===== config.mk =====
export PLATFORM = sky130hd
export DESIGN_NAME = byte_lsu
export DESIGN_NICKNAME = d
export VERILOG_FILES = /design/src/rtl/lsu_pkg.sv /design/src/rtl/lsu_beat_seq.sv /design/src/rtl/lsu_scatter.sv /design/src/rtl/lsu_gather.sv /design/src/rtl/byte_lsu.sv
export SDC_FILE = /design/constraint.sdc
export NUM_CORES = 1
export LEC_CHECK = 0
export BUFFER_PORTS_ARGS = -buffer_cell sky130_fd_sc_hd__buf_2
export CAP_MARGIN = 40
export CORE_UTILIZATION = 50
export CTS_BUF_LIST = sky130_fd_sc_hd__clkbuf_4 sky130_fd_sc_hd__clkbuf_8
export DETAILED_ROUTE_END_ITERATION = 6
export PLACE_DENSITY = 0.82
export SLEW_MARGIN = 20
export SYNTH_ARGS = -nofsm -noshare
export SYNTH_HDL_FRONTEND = slang
export SYNTH_SLANG_ARGS = --single-unit
export TNS_END_PERCENT = 10

===== constraint.sdc =====
create_clock -name clk -period 1.6 [get_ports clk]
set_input_delay 0.32 -clock clk [delete_from_list [all_inputs] [get_ports clk]]
set_output_delay 0.32 -clock clk [all_outputs]
set_load 0.01 [all_outputs]

===== src/rtl/lsu_pkg.sv =====
package lsu_pkg;
  typedef enum logic [1:0] {
    SZ_BYTE  = 2'b00,
    SZ_HALF  = 2'b01,
    SZ_WORD  = 2'b10,
    SZ_SPARE = 2'b11
  } lsu_size_e;

  // highest lane index touched for a size code, clipped to the lane count
  function automatic int unsigned last_lane(input logic [1:0] sz, input int unsigned lanes);
    int unsigned n;
    n = 1 << sz;
    if (n > lanes) n = lanes;
    return n - 1;
  endfunction
endpackage


===== src/rtl/lsu_beat_seq.sv =====
module lsu_beat_seq #(
  parameter int ADDR_W = 16,
  parameter int LANES  = 4,
  localparam int IDX_W = (LANES > 1) ? $clog2(LANES) : 1
) (
  input  logic              clk,
  input  logic              rst,
  input  logic              start,
  input  logic [1:0]        size,
  input  logic [ADDR_W-1:0] base,
  output logic              busy,
  output logic              beat_en,
  output logic [ADDR_W-1:0] beat_addr,
  output logic [IDX_W-1:0]  beat_idx,
  output logic              at_last,
  output logic              tail,
  output logic              cap_valid,
  output logic [IDX_W-1:0]  cap_idx,
  input  logic              is_write
);
  logic [IDX_W-1:0] last_q;

  assign at_last = beat_en && (beat_idx == last_q);

  always_ff @(posedge clk) begin
    if (rst) begin
      busy      <= 1'b0;
      beat_en   <= 1'b0;
      beat_addr <= '0;
      beat_idx  <= '0;
      last_q    <= '0;
      tail      <= 1'b0;
      cap_valid <= 1'b0;
      cap_idx   <= '0;
    end else begin
      cap_valid <= beat_en && !is_write;
      cap_idx   <= beat_idx;
      if (start) begin
        busy      <= 1'b1;
        beat_en   <= 1'b1;
        beat_addr <= base;
        beat_idx  <= '0;
        last_q    <= IDX_W'(lsu_pkg::last_lane(size, LANES));
        tail      <= 1'b0;
      end else if (beat_en) begin
        if (beat_idx == last_q) begin
          beat_en <= 1'b0;
          tail    <= 1'b1;
        end else begin
          beat_idx  <= beat_idx + 1'b1;
          beat_addr <= beat_addr + 1'b1;
        end
      end else if (tail) begin
        tail <= 1'b0;
        busy <= 1'b0;
      end
    end
  end
endmodule


===== src/rtl/lsu_scatter.sv =====
module lsu_scatter #(
  parameter int BYTE_W = 8,
  parameter int LANES  = 4,
  localparam int IDX_W = (LANES > 1) ? $clog2(LANES) : 1
) (
  input  logic [LANES*BYTE_W-1:0] word,
  input  logic [IDX_W-1:0]        lane,
  output logic [BYTE_W-1:0]       lane_byte
);
  logic [BYTE_W-1:0] lanes_a [LANES];

  for (genvar g = 0; g < LANES; g++) begin : g_lane
    assign lanes_a[g] = word[g*BYTE_W +: BYTE_W];
  end

  always_comb begin
    lane_byte = '0;
    for (int i = 0; i < LANES; i++) begin
      if (IDX_W'(i) == lane) lane_byte = lanes_a[i];
    end
  end
endmodule


===== src/rtl/lsu_gather.sv =====
module lsu_gather #(
  parameter int BYTE_W = 8,
  parameter int LANES  = 4,
  localparam int IDX_W = (LANES > 1) ? $clog2(LANES) : 1
) (
  input  logic                    clk,
  input  logic                    rst,
  input  logic                    clear,
  input  logic                    cap_valid,
  input  logic [IDX_W-1:0]        cap_idx,
  input  logic [BYTE_W-1:0]       cap_byte,
  output logic [LANES*BYTE_W-1:0] merged
);
  logic [LANES*BYTE_W-1:0] acc_q;

  for (genvar g = 0; g < LANES; g++) begin : g_merge
    always_comb begin
      if (cap_valid && cap_idx == IDX_W'(g)) merged[g*BYTE_W +: BYTE_W] = cap_byte;
      else                                   merged[g*BYTE_W +: BYTE_W] = acc_q[g*BYTE_W +: BYTE_W];
    end
  end

  always_ff @(posedge clk) begin
    if (rst || clear) acc_q <= '0;
    else if (cap_valid) acc_q <= merged;
  end
endmodule


===== src/rtl/byte_lsu.sv =====
module byte_lsu #(
  parameter int ADDR_W = 16,
  parameter int BYTE_W = 8,
  parameter int DATA_W = 32,
  localparam int LANES = DATA_W / BYTE_W,
  localparam int IDX_W = (LANES > 1) ? $clog2(LANES) : 1
) (
  input  logic              clk,
  input  logic              rst,
  input  logic              req_valid,
  input  logic              req_write,
  input  logic [1:0]        req_size,
  input  logic [ADDR_W-1:0] req_addr,
  input  logic [DATA_W-1:0] req_wdata,
  output logic              busy,
  output logic              done,
  output logic [DATA_W-1:0] rdata,
  output logic              mem_en,
  output logic              mem_we,
  output logic [ADDR_W-1:0] mem_addr,
  output logic [BYTE_W-1:0] mem_wdata,
  input  logic [BYTE_W-1:0] mem_rdata
);
  logic              start;
  logic              at_last;
  logic              tail;
  logic              cap_valid;
  logic [IDX_W-1:0]  cap_idx;
  logic [IDX_W-1:0]  beat_idx;
  logic [IDX_W-1:0]  next_lane;
  logic [DATA_W-1:0] wdata_q;
  logic [DATA_W-1:0] scatter_src;
  logic [BYTE_W-1:0] next_byte;
  logic [DATA_W-1:0] merged;
  logic              write_q;

  assign start       = req_valid && !busy;
  assign next_lane   = start ? '0 : beat_idx + 1'b1;
  assign scatter_src = start ? req_wdata : wdata_q;

  lsu_beat_seq #(.ADDR_W(ADDR_W), .LANES(LANES)) seq_i (
    .clk       (clk),
    .rst       (rst),
    .start     (start),
    .size      (req_size),
    .base      (req_addr),
    .busy      (busy),
    .beat_en   (mem_en),
    .beat_addr (mem_addr),
    .beat_idx  (beat_idx),
    .at_last   (at_last),
    .tail      (tail),
    .cap_valid (cap_valid),
    .cap_idx   (cap_idx),
    .is_write  (write_q)
  );

  lsu_scatter #(.BYTE_W(BYTE_W), .LANES(LANES)) scatter_i (
    .word      (scatter_src),
    .lane      (next_lane),
    .lane_byte (next_byte)
  );

  lsu_gather #(.BYTE_W(BYTE_W), .LANES(LANES)) gather_i (
    .clk       (clk),
    .rst       (rst),
    .clear     (start),
    .cap_valid (cap_valid),
    .cap_idx   (cap_idx),
    .cap_byte  (mem_rdata),
    .merged    (merged)
  );

  always_ff @(posedge clk) begin
    if (rst) begin
      write_q   <= 1'b0;
      wdata_q   <= '0;
      mem_we    <= 1'b0;
      mem_wdata <= '0;
      done      <= 1'b0;
      rdata     <= '0;
    end else begin
      done <= tail;
      if (tail && !write_q) rdata <= merged;
      if (start) begin
        write_q   <= req_write;
        wdata_q   <= req_wdata;
        mem_we    <= req_write;
        mem_wdata <= next_byte;
      end else if (at_last) begin
        mem_we <= 1'b0;
      end else if (mem_en) begin
        mem_wdata <= next_byte;
      end
    end
  end
endmodule


==> run_results.csv <==
group,metric,value,unit
sta,fin_tns_setup,-0.007960,ns
final_layout,num_antenna_cells,0,
synth,synthTopCellsByArea,"dfxtp_1, nor2_1, nand2_1",
clock_network,cts.sinks,133,
placement,port_buffers,121,
placement,pre_cts_ws,-0.01050,ns
placement,place_hpwl,7964,um
final_layout,multi_input_area,2331,um2
synth,synth_edf_count,0,
detailed_routing,drtPass1Iterations,4,
setup_path,critPathRequiredTime,1.94,ns
die,die_h,103.2,um
global_route,antenna_found_initial,0,
clock_network,cts_tree,"built",
sta,slew_violations,0,
sta,fin_crit_sh,100.5,%
global_route,grtUsageMet1,29.12,%
synth,ys_seq_area_share,51.95,%
setup_path,startpoint,"seq_i.beat_idx[0]$_SDFFE_PP0P_",
detailed_routing,drc_errors,0,
synth,synth-simple-area-share,18.55,%
synth,synthAdderAreaFrac,0.2441,%
final_layout,final_util,65.02,%
global_route,track_usage,23.45,%
setup_path,worst_r2r_endpoint,"seq_i.beat_addr[5]$_SDFFE_PP0P_",
min_path,whs_endpoint,"seq_i.beat_addr[12]$_SDFFE_PP0P_",
synth,synth_compound_area_share,13.06,%
synth,synth_top_family_by_area,"simple AND/OR/NAND/NOR gates",
min_path,hold_class,"input pin to flop",
global_route,use_met2,38.41,%
clock_network,cts.clk_slew.worst_paths,0.07,ns
global_route,top_usage_layer,"met2",
setup_path,endpoint_kind,"flop",
global_route,grtUsageMet3,7.527,%
synth,synth_cell_types,34,
global_route,grt_overflow_total,0,
setup_path,reg2regPathDepth,4,
power_and_ir_drop,irDropWorstVdd,0.8471,mV
setup_path,worstSetupStartpointType,"flop",
synth,synth_mux_area_share,9.961,%
detailed_routing,ant_nets,0,
synth,synth_common_cells,"dfxtp_1, nor2_1, nand2_1",
detailed_routing,wl_per_cell,14.17,um
setup_path,cp_max_fo,7,
synth,synth-xor-area-share,2.881,%
synth,synth-main-ff-cell,"dfxtp_1",
clock_network,cts-hold-fix-buffers,0,
final_layout,fillers,805,
status,status,"finished, violations left",
synth,synth_top_area_cell,"dfxtp_1",
setup_path,r2r-start,"seq_i.beat_idx[0]$_SDFFE_PP0P_",
synth,syn-cell-area,5125,um2
die,start_util,51.95,%
placement,place.gp.congestion,0.8119,
power_and_ir_drop,leakage,2.727,nW
die,die-width,103.2,um
clock_network,numCtsBuffers,17,
power_and_ir_drop,p_per_area,1088,nW/um2
detailed_routing,drt-vias-per-instance,5.227,
global_route,grt_pass1_wl,18870,um
sta,finClkSkew,0.008337,ns
clock_network,htreeDepth,4,
sta,min_period,1.608,ns
sta,maxSlewHeadroom,74.26,%
synth,avgSynthCellArea,9.135,um2
synth,synth.net_count,624,
clock_network,clk_path_buf_depth,2,
detailed_routing,drtIter0Drc,154,
min_path,min_path_cells,3,
sta,rsz0062_at_grt,"yes",
die,io_pins,122,
synth,yosysWarnings,0,
sta,timing_worst_slew_pin_value,0.3861,ns
global_route,grt_pass1_vias,4069,
final_layout,syn_to_final_growth,25.15,%
job,cap_violations,0,
final_layout,layout.nets,749,
synth,synth_top_cell_area_share,51.95,%
setup_path,arrival,1.95,ns
synth,synthCells,561,
die,die_area,10660,um2
setup_path,critical_path_class,"flop to flop",
sta,layout_setup_ws,-0.007960,ns
final_layout,seq_area,2669,um2
min_path,min-delay-start,"req_addr[12]",
sta,hold_violations,0,
synth,synth.most_common_cell,"dfxtp_1",
sta,max_freq,621.9,MHz
die,std_cell_rows,36,
sta,setup_viol,1,
clock_network,clk_latency,0.43,ns
detailed_routing,vias,4333,
status,violations,"negative setup slack",
detailed_routing,wirelength,11750,um
clock_network,cts_root_buf,"clkbuf_8",
setup_path,regToRegSetupSlack,-0.008,ns
synth,async_flop_share,0,%
die,core-area,9864,um2
global_route,grt_max_degree,65,
synth,synth_seq_cells,133,
final_layout,layout-drive-gt1-share,28.59,%
-- repair_timing --
item,CTS,global route
hold endpoints to repair,0,0
setup endpoints to repair,1,21
resized for setup,0,9
buffers inserted,1,1
pin swaps,2,4
-- layout make-up --
class | instances | share of cell area, %
Clock buffer | 25 | 4.975
Multi-Input combinational cell | 383 | 36.34
Tap cell | 133 | 2.595
Timing Repair Buffer | 147 | 13.50
Inverter | 4 | 0.2341
Sequential cell | 133 | 41.61
Clock inverter | 4 | 0.7413
-- flip-flops by register name, indices dropped and copies added, names as in the netlist --
name	flops
gather_i.acc_q	32
rdata	32
wdata_q	32
seq_i.beat_addr	16
mem_wdata	8
seq_i.beat_idx	2
seq_i.cap_idx	2
seq_i.last_q	2
done	1
mem_we	1
seq_i.beat_en	1
seq_i.busy	1
seq_i.cap_valid	1
seq_i.tail	1
write_q	1
-- cells by family after synthesis --
group / Yosys count
compound gates: 98
xor+xnor: 16
fa+ha+maj: 1
buf+inv: 45
flops: 133
mux: 41
simple gates: 227
-- metal layers --
layer  vias to the layer above  part of all wire [%]  routed length [um]
li1                       2175                     -                   -
met1                      2022                    44                5172
met2                       119                    49                5800
met3                        17                   5.2                 608
met4                         0                   1.4                 169
met5                         -                     0                   0
-- through the flow --
| step | instances | hold WS, ns | power, W | instance area [um2] |
|---|---|---|---|---|
| after global placement | 798 | 0.4409 | 0.004395 | 5998 |
| after global routing | 829 | 0.09556 | 0.007299 | 6414 |
| after floorplan | 561 | 0.4219 | 0.004073 | 5125 |
| after detailed placement | 798 | 0.4446 | 0.004425 | 5998 |
| final | 829 | 0.09288 | 0.006977 | 6414 |
| after CTS | 828 | 0.07919 | 0.007004 | 6372 |
-- placed cells by master (no fill, tap or decap), types with 3 or more instances in the layout --
cell type and n:
buf_2 120, nand2_1 92, clkbuf_4 4, nor3b_1 3, nor3_1 6, dfxtp_1 128
and4_1 3, mux2i_1 33, nand3_1 6, nor2b_1 3, buf_12 5, o21ai_0 5
xor2_1 4, nand4_1 4, a311oi_1 9, dfxtp_2 5, clkbuf_8 21, inv_1 4
buf_4 22, mux4_2 8, nor2_1 96, a211oi_1 41, xnor2_1 11, a21oi_1 37
-- report_power, final --
group	internal (W)	switching (W)	leakage [nW]	total [W]
registers	0.00347	0.000106	1.09	0.00357
logic	0.000349	0.000444	1.45	0.000793
clock network	0.00143	0.00118	0.191	0.00261
total	0.00525	0.00173	2.73	0.00698
-- critical path: stages (launching register included) --
cell and delay [ns]:
dfxtp_2 0.38, xor2_4 0.21, o2111ai_4 0.21, or3_1 0.44, a311oi_2 0.28
-- how the worst max path moves through the flow --
stage | slack [ns] | endpoint
final | -0.008 | seq_i.beat_addr[5]$_SDFFE_PP0P_
after CTS | 0.009 | seq_i.beat_addr[3]$_SDFFE_PP0P_
after global routing | -0.09 | seq_i.beat_addr[5]$_SDFFE_PP0P_
after detailed placement | -0.01 | seq_i.beat_addr[13]$_SDFFE_PP0P_
after floorplan | 0.03 | seq_i.beat_addr[13]$_SDFFE_PP0P_
after global placement | 0.07 | seq_i.beat_addr[13]$_SDFFE_PP0P_
Power figures use the tool's default switching activity.
